## src/rtl/tmp_alert_pkg.sv

```systemverilog
package tmp_alert_pkg;
  typedef enum logic [1:0] {FQ_ONE = 2'd0, FQ_TWO = 2'd1, FQ_FOUR = 2'd2, FQ_SIX = 2'd3} fq_e;
  localparam int CNT_W = 3;

  function automatic logic [CNT_W-1:0] fq_need(input logic [1:0] sel);
    case (fq_e'(sel))
      FQ_ONE:  fq_need = 3'd1;
      FQ_TWO:  fq_need = 3'd2;
      FQ_FOUR: fq_need = 3'd4;
      default: fq_need = 3'd6;
    endcase
  endfunction
endpackage

```

## src/rtl/tmp_alert_cmp.sv

```systemverilog
module tmp_alert_cmp #(
  parameter int TW = 12
) (
  input  logic [TW-1:0] temp_i,
  input  logic [TW-1:0] hi_i,
  input  logic [TW-1:0] lo_i,
  output logic          ge_hi_o,
  output logic          lt_lo_o
);
  logic signed [TW-1:0] t_s, h_s, l_s;
  assign t_s = signed'(temp_i);
  assign h_s = signed'(hi_i);
  assign l_s = signed'(lo_i);
  assign ge_hi_o = (t_s >= h_s);
  assign lt_lo_o = (t_s < l_s);
endmodule

```

## src/rtl/tmp_alert_qual.sv

```systemverilog
module tmp_alert_qual
  import tmp_alert_pkg::*;
(
  input  logic             clk,
  input  logic             rst_n,
  input  logic             step_i,
  input  logic             hit_i,
  input  logic             flush_i,
  input  logic [1:0]       fq_sel_i,
  output logic             done_o,
  output logic [CNT_W-1:0] cnt_o
);
  logic [CNT_W-1:0] cnt_q, cnt_inc;
  assign cnt_inc = cnt_q + 1'b1;
  assign done_o  = step_i && hit_i && (cnt_inc >= fq_need(fq_sel_i));
  assign cnt_o   = cnt_q;

  always_ff @(posedge clk or negedge rst_n) begin
    if (!rst_n)                      cnt_q <= '0;
    else if (flush_i)                cnt_q <= '0;
    else if (step_i) begin
      if (!hit_i || done_o)          cnt_q <= '0;
      else                           cnt_q <= cnt_inc;
    end
  end
endmodule

```

## src/rtl/tmp_alert_ctrl.sv

```systemverilog
module tmp_alert_ctrl (
  input  logic clk,
  input  logic rst_n,
  input  logic mode_i,
  input  logic gc_i,
  input  logic rd_i,
  input  logic ara_i,
  input  logic sd_i,
  input  logic smp_fire_i,
  input  logic done_i,
  output logic act_o,
  output logic watch_low_o,
  output logic step_o,
  output logic flush_o,
  output logic mode_eff_o
);
  logic act_q, arm_low_q, force_q, mode_q, sd_q;
  logic mode_eff, mode_chg, sd_rise, clr_evt, int_hold;

  assign mode_eff = mode_i & ~force_q;
  assign mode_chg = (mode_eff != mode_q);
  assign sd_rise  = sd_i & ~sd_q;
  assign clr_evt  = mode_eff && act_q && (rd_i || ara_i || sd_rise);
  assign int_hold = mode_eff && act_q;

  assign watch_low_o = mode_eff ? arm_low_q : act_q;
  assign step_o      = smp_fire_i && !int_hold && !mode_chg && !gc_i;
  assign flush_o     = gc_i || mode_chg || clr_evt || int_hold;
  assign act_o       = act_q;
  assign mode_eff_o  = mode_eff;

  always_ff @(posedge clk or negedge rst_n) begin
    if (!rst_n) begin
      act_q <= 1'b0; arm_low_q <= 1'b0; force_q <= 1'b0;
      mode_q <= 1'b0; sd_q <= 1'b0;
    end else begin
      sd_q <= sd_i;
      if (gc_i) begin
        act_q <= 1'b0; arm_low_q <= 1'b0; force_q <= 1'b1; mode_q <= 1'b0;
      end else begin
        if (!mode_i) force_q <= 1'b0;
        mode_q <= mode_eff;
        if (mode_chg) begin
          act_q <= 1'b0; arm_low_q <= 1'b0;
        end else if (clr_evt) begin
          act_q <= 1'b0; arm_low_q <= ~arm_low_q;
        end else if (done_i) begin
          act_q <= mode_eff ? 1'b1 : ~act_q;
        end
      end
    end
  end
endmodule

```

## src/rtl/tmp_alert_top.sv

```systemverilog
module tmp_alert_top
  import tmp_alert_pkg::*;
#(
  parameter int TW = 12
) (
  input  logic          clk,
  input  logic          rst_n,
  input  logic          smp_valid_i,
  output logic          smp_ready_o,
  input  logic [TW-1:0] smp_temp_i,
  input  logic [TW-1:0] lim_hi_i,
  input  logic [TW-1:0] lim_lo_i,
  input  logic          mode_i,
  input  logic [1:0]    fq_sel_i,
  input  logic          pol_i,
  input  logic          sd_i,
  input  logic          rd_i,
  input  logic          ara_i,
  input  logic          gc_i,
  output logic          alert_o
);
  logic ge_hi, lt_lo, hit, done, act, watch_low, step, flush, mode_eff, smp_fire;
  logic [CNT_W-1:0] cnt;

  assign smp_ready_o = ~gc_i;
  assign smp_fire    = smp_valid_i & smp_ready_o;
  assign hit         = watch_low ? lt_lo : ge_hi;
  assign alert_o     = pol_i ? act : ~act;

  tmp_alert_cmp #(.TW(TW)) u_cmp (
    .temp_i(smp_temp_i), .hi_i(lim_hi_i), .lo_i(lim_lo_i),
    .ge_hi_o(ge_hi), .lt_lo_o(lt_lo)
  );

  tmp_alert_qual u_qual (
    .clk(clk), .rst_n(rst_n), .step_i(step), .hit_i(hit), .flush_i(flush),
    .fq_sel_i(fq_sel_i), .done_o(done), .cnt_o(cnt)
  );

  tmp_alert_ctrl u_ctrl (
    .clk(clk), .rst_n(rst_n), .mode_i(mode_i), .gc_i(gc_i), .rd_i(rd_i),
    .ara_i(ara_i), .sd_i(sd_i), .smp_fire_i(smp_fire), .done_i(done),
    .act_o(act), .watch_low_o(watch_low), .step_o(step), .flush_o(flush),
    .mode_eff_o(mode_eff)
  );
endmodule

```

## config.mk

```make
export PLATFORM = sky130hd
export DESIGN_NAME = tmp_alert_top
export DESIGN_NICKNAME = d
export VERILOG_FILES = /design/src/rtl/tmp_alert_pkg.sv /design/src/rtl/tmp_alert_cmp.sv /design/src/rtl/tmp_alert_qual.sv /design/src/rtl/tmp_alert_ctrl.sv /design/src/rtl/tmp_alert_top.sv
export SDC_FILE = /design/constraint.sdc
export NUM_CORES = 1
export LEC_CHECK = 0
export BUFFER_PORTS_ARGS = -buffer_cell sky130_fd_sc_hd__buf_2
export CAP_MARGIN = 20
export CORE_UTILIZATION = 49
export CTS_BUF_LIST = sky130_fd_sc_hd__clkbuf_4 sky130_fd_sc_hd__clkbuf_8
export DETAILED_ROUTE_END_ITERATION = 10
export GPL_ROUTABILITY_DRIVEN = 1
export MAX_ROUTING_LAYER = met4
export PLACE_DENSITY = 0.93
export SLEW_MARGIN = 20
export SYNTH_ARGS = -nofsm -noshare
export SYNTH_HDL_FRONTEND = slang
export SYNTH_SLANG_ARGS = --single-unit
```

## constraint.sdc

```tcl
create_clock -name clk -period 2.45 [get_ports clk]
set_clock_uncertainty 0.05 [all_clocks]
set_input_delay 0.1225 -clock clk [delete_from_list [all_inputs] [get_ports clk]]
set_output_delay 0.1225 -clock clk [all_outputs]
set_load 0.01 [all_outputs]
```

Yosys cells after proc, flatten, opt, wreduce, memory -nomap -nowiden
Cells that the tools add are included.
{"block": "totals", "in_bits": 47, "elab_cells": 61, "output_inout_bits": 2, "ff_bits": 8}
{"block": "op_classes", "n_lt_le_gt_ge": 3, "bitwise_logic": 8, "reduce_logical": 21, "mux": 18, "n_eq_ne": 4, "n_addsub": 1}
{"cell": "$mux 1", "n": 14}
{"cell": "$ge 12x12->1", "n": 1}
{"cell": "$lt 12x12->1", "n": 1}
{"cell": "$mux 3", "n": 3}
{"cell": "$pmux 3 s3", "n": 1}
{"cell": "$logic_and 1x1->1", "n": 7}
{"cell": "$logic_or 1x1->1", "n": 6}
{"cell": "$not 1->1", "n": 5}
{"cell": "$logic_not 1->1", "n": 4}
{"cell": "$reduce_bool 4->1", "n": 1}
{"cell": "$add 3x1->3 const B", "n": 1}
{"cell": "$and 1x1->1", "n": 3}
{"cell": "$ge 3x3->1", "n": 1}
{"cell": "$reduce_bool 3->1", "n": 1}
{"cell": "$eq 2x1->1 const B", "n": 1}
{"cell": "$eq 2x2->1 const B", "n": 1}
{"cell": "$logic_not 2->1", "n": 1}
{"cell": "$ne 2x1->1 const B", "n": 1}
{"cell": "$reduce_bool 2->1", "n": 1}
{"cell": "$ne 1x1->1", "n": 1}

Longest topological paths before layout
{"block": "logic_depth", "ltp_word": 13, "mapped_depth": 8, "ltp_nobuf": 8}

Cells and area by module
Synthesis repeated with hierarchy kept, for this count alone.
{"block": "unflattened", "cells_unflattened": 145, "hier_area_um2": 1211.2}
{"module": "tmp_alert_cmp", "area_each_um2": 594.3, "seq_area_each_um2": 0.0, "cells_each": 81, "instances": 1}
{"module": "tmp_alert_ctrl", "area_each_um2": 321.6, "seq_area_each_um2": 125.1, "cells_each": 31, "instances": 1}
{"module": "tmp_alert_qual", "area_each_um2": 261.5, "seq_area_each_um2": 75.1, "cells_each": 29, "instances": 1}
{"module": "tmp_alert_top", "area_each_um2": 33.8, "seq_area_each_um2": 0.0, "cells_each": 4, "instances": 1}

Worst setup path after synthesis
OpenSTA, ideal clock, no wires.
{"block": "synth_timing", "kind": "register -> register", "start": "register u_qual.cnt_q[0] (netlist: u_qual.cnt_o[0])", "end": "register u_ctrl.act_q (netlist: u_ctrl.act_o)", "setup_ps": 140, "synth_period_minus_slack_ps": 1894, "slack_ps": 556, "n_path_buf": 0, "t_arrival_ps": 1705, "t_required_ps": 2260, "path_stages_with_launch": 8, "path_cell_list": "dfrtp_1 ha_1 xor2_1 ha_1 nor2b_1 nor2_1 nor4bb_1 a211oi_2"}
{"block": "synth_via", "elab_chain_cells": 4}
{"element": "from (decl)", "line": "tmp_alert_qual.sv:13", "rtl": "logic [CNT_W-1:0] cnt_q, cnt_inc;"}
{"element": "from (signal assigned)", "line": "tmp_alert_qual.sv:23", "rtl": "else cnt_q <= cnt_inc;"}
{"element": "$add 3x1->3", "line": "tmp_alert_qual.sv:14", "rtl": "assign cnt_inc = cnt_q + 1'b1;"}
{"element": "$ge 3x3->1", "line": "tmp_alert_qual.sv:15", "rtl": "assign done_o = step_i && hit_i && (cnt_inc >= fq_need(fq_sel_i));"}
{"element": "$logic_and 1x1->1", "line": "tmp_alert_qual.sv:15"}
{"element": "$reduce_bool 4->1 (no source line)"}
{"element": "to (signal assigned)", "line": "tmp_alert_ctrl.sv:48", "rtl": "act_q <= mode_eff ? 1'b1 : ~act_q;"}
{"element": "to (decl)", "line": "tmp_alert_ctrl.sv:17", "rtl": "logic act_q, arm_low_q, force_q, mode_q, sd_q;"}
Every way passes these cells.
A chain may end at the register's enable or synchronous reset.

Worst setup path in the final report
Same ends and word-level chain as after synthesis.

==> run_results.csv <==
group,metric,value,unit
status,status,"complete, no violations",
critical_path,cp_slowest_cell,"dfrtp_1",
critical_path,cp_num_cells,7,
die,die_area,2510,um2
yosys,yosysMostFrequentCell,"inv_1",
clock_tree,path_clk_slew,0.05,ns
timing,finalHoldViolCount,0,
yosys,ys.flop_type,"dfrtp_1",
yosys,synth-seq-area-share,17.7,%
grt,track_usage,22.5,%
layout,stdcell_count,221,
place,place_inst,216,
critical_path,arrival,2.13,ns
place,dp.final_hpwl,2210,um
clock_tree,cts_made_buffers,3,
detailed_routing,dr.first_iter.drc_count,11,
detailed_routing,vias_per_cell,5.22,
critical_path,critPathCaptureType,"register",
critical_path,path_cells,"ha_1 > xor2_1 > ha_1 > nor2b_1 > nor2_1 > nor4bb_1 > a211oi_2",
timing,slew_violations,0,
timing,fmax,488,MHz
clock_tree,tritoncts,"done",
critical_path,cp-startpoint,"u_qual.cnt_o[0]",
layout,antenna_cells,0,
timing,finalCritPeriodShare,83.6,%
detailed_routing,postRouteAntennaNets,0,
yosys,syn-num-nets,214,
yosys,synth_edf_count,0,
grt,grt_max_degree,9,
grt,antenna_found_initial,0,
layout,syn_to_final_growth,28.0,%
critical_path,critical_path.top_delay_family,"simple AND/OR/NAND/NOR gates",
yosys,ys_ff_latch,8,
clock_tree,worstSkewPairLatency,0.26,ns
yosys,yosys_warnings,0,
timing,setup_viol,0,
timing,rsz0062_at_grt,"no",
grt,overflow,0,
run,max_cap_violations,0,
yosys,netlist.area_leader.share,29.8,%
yosys,ys_types,35,
die,core,2190,um2
critical_path,critical_path.most_common_cell,"ha_1",
die,die_height,50.1,um
pwr,powerDensity,289,nW/um2
place,dpl_cell_area,1410,um2
yosys,yosys-top-cells-area,"ha_1 (30%), dfrtp_1 (18%), inv_1 (9.3%)",
die,start_util,51.7,%
critical_path,crit_type,"register to register",
critical_path,crit_path_end,"u_ctrl.act_o",
critical_path,start_kind,"register",
critical_path,crit_required,2.53,ns
layout,final_area,1450,um2
detailed_routing,drc,0,
min_path,worstHoldPathType,"input pin to register",
layout,fin_nets,269,
timing,layout_min_cycle_time,2.05,ns
yosys,synthTopCellsByCount,"inv_1 (28), ha_1 (27), nand2_1 (13), a21oi_1 (11), dfrtp_1 (8)",
timing,tightest_slew,0.397,ns
detailed_routing,wl,2430,um
pwr,ir_drop,193,uV
critical_path,cp_slowest_stage_delay,0.41,ns
clock_tree,cts_buffer_depth,2,
yosys,yosysTopAreaCell,"ha_1",
clock_tree,root_buffer,"clkbuf_4",
grt,grt_pass1_wl,4170,um
die,die_w,50.1,um
yosys,synth_area,1130,um2
layout,drive_gt1_share,30.1,%
pwr,leakage,0.833,nW
clock_tree,clock_sinks,8,
critical_path,reg2reg_depth,7,
detailed_routing,vias,1153,
place,portBuffers,48,
critical_path,crit_buf_inv,0,
timing,slew_headroom,73.2,%
die,ioPinCount,49,
detailed_routing,avgRoutedWirePerCell,11.0,um
critical_path,r2r_end,"u_ctrl.act_o",
place,gp_congestion,0.819,
grt,grt_pass1_vias,1103,
critical_path,worst_r2r_startpoint,"u_qual.cnt_o[0]",
clock_tree,post_cts_buffers,0,
die,row_count,17,
yosys,avgSynthCellArea,8.10,um2
critical_path,regToRegSetupSlack,0.40,ns
pwr,p_total,420,uW
critical_path,crit_fanout,4,
yosys,ys_async_sr_fraction,100,%
clock_tree,cts_resized,0,
detailed_routing,dr.pass1.iters,4,
timing,tns,0,ns
clock_tree,htree_levels,1,
yosys,synthCells,140,
## worst min path at each step
stage / depth (start not counted) / startpoint / slack [ns] / endpoint
after CTS: 2 / gc_i / 0.007 / u_ctrl.mode_q
after detailed placement: 1 / rst_n / -0.07 / u_ctrl.act_o
after floorplan: 0 / rst_n / -0.22 / u_ctrl.act_o
after global placement: 1 / rst_n / -0.07 / u_qual.cnt_o[2]
after global routing: 2 / gc_i / 0.01 / u_ctrl.arm_low_q
final: 2 / gc_i / 0.01 / u_ctrl.mode_q
## where the power goes
part / switching (mW) / internal [mW] / leakage, nW
clock: 0.0493 / 0.0563 / 0.0138
sequential: 0.00397 / 0.137 / 0.105
combinational: 0.0878 / 0.0858 / 0.714
total: 0.141 / 0.279 / 0.833
## cells by family (layout without fill, tap and decap cells)
kind of cell	count (synthesis)	count (layout)	synth area share, %
simple gates	44	44	20.9
compound gates	31	31	20.9
buf+inv	28	81	9.27
fa+ha+maj	27	27	29.8
flops	8	8	17.7
xor+xnor	2	2	1.55
## per-stage QoR
step,setup WS [ns],hold WS [ns],util [%]
2_1_floorplan,0.556,-0.223,-
3_3_place_gp,0.490,-0.0738,64.3
5_1_grt,0.265,0.0134,66.2
6_report,0.402,0.0115,66.2
4_1_cts,0.395,0.00724,66.2
3_5_place_dp,0.440,-0.0718,64.3
## flip-flops by register name, summed over array words and instances, names as in the netlist
signal,flops
u_ctrl.sd_q,1
u_ctrl.mode_q,1
u_ctrl.force_q,1
u_ctrl.act_o,1
u_ctrl.arm_low_q,1
u_qual.cnt_o,3
## metal layers
| layer | vias up | wire length (um) | GRT usage (%) |
|---|---|---|---|
| met5 | - | 0 | - |
| met4 | 0 | 31 | 9.52 |
| met3 | 3 | 126 | 2.47 |
| met2 | 37 | 1330 | 42.4 |
| met1 | 518 | 944 | 22.8 |
| li1 | 595 | - | - |
## repair_timing
action	4_1_cts	5_1_grt
endpoints found under the hold margin	9	0
setup endpoints to repair	0	0
hold buffers	2	0
## area by class of cell
class,instances,area [um2]
clock buffers,3,22.5
well taps,28,35.0
fillers,194,739
multi-input cells,104,828
repair buffers,50,260
flip-flops and latches,8,200
inverters,28,105
## placed cells by master, fill, tap and decap left out, types with 2 or more instances in the layout
master         netlist  layout
nand3_1              3       3
nor2b_1              5       5
nand4_1              3       3
a21o_1               2       2
dlygate4sd3_1        0       2
o21ai_1              2       2
o31ai_1              2       2
o21ai_0              2       2
nor3_1               2       2
nand2_1             13      13
buf_2                0      48
clkbuf_4             0       3
ha_1                27      27
nor2_1               7       7
a21oi_1             11      11
nand2b_1             4       4
dfrtp_1              8       8
and2_1               2       2
inv_1               28      28
Power figures use the tool's default switching activity.
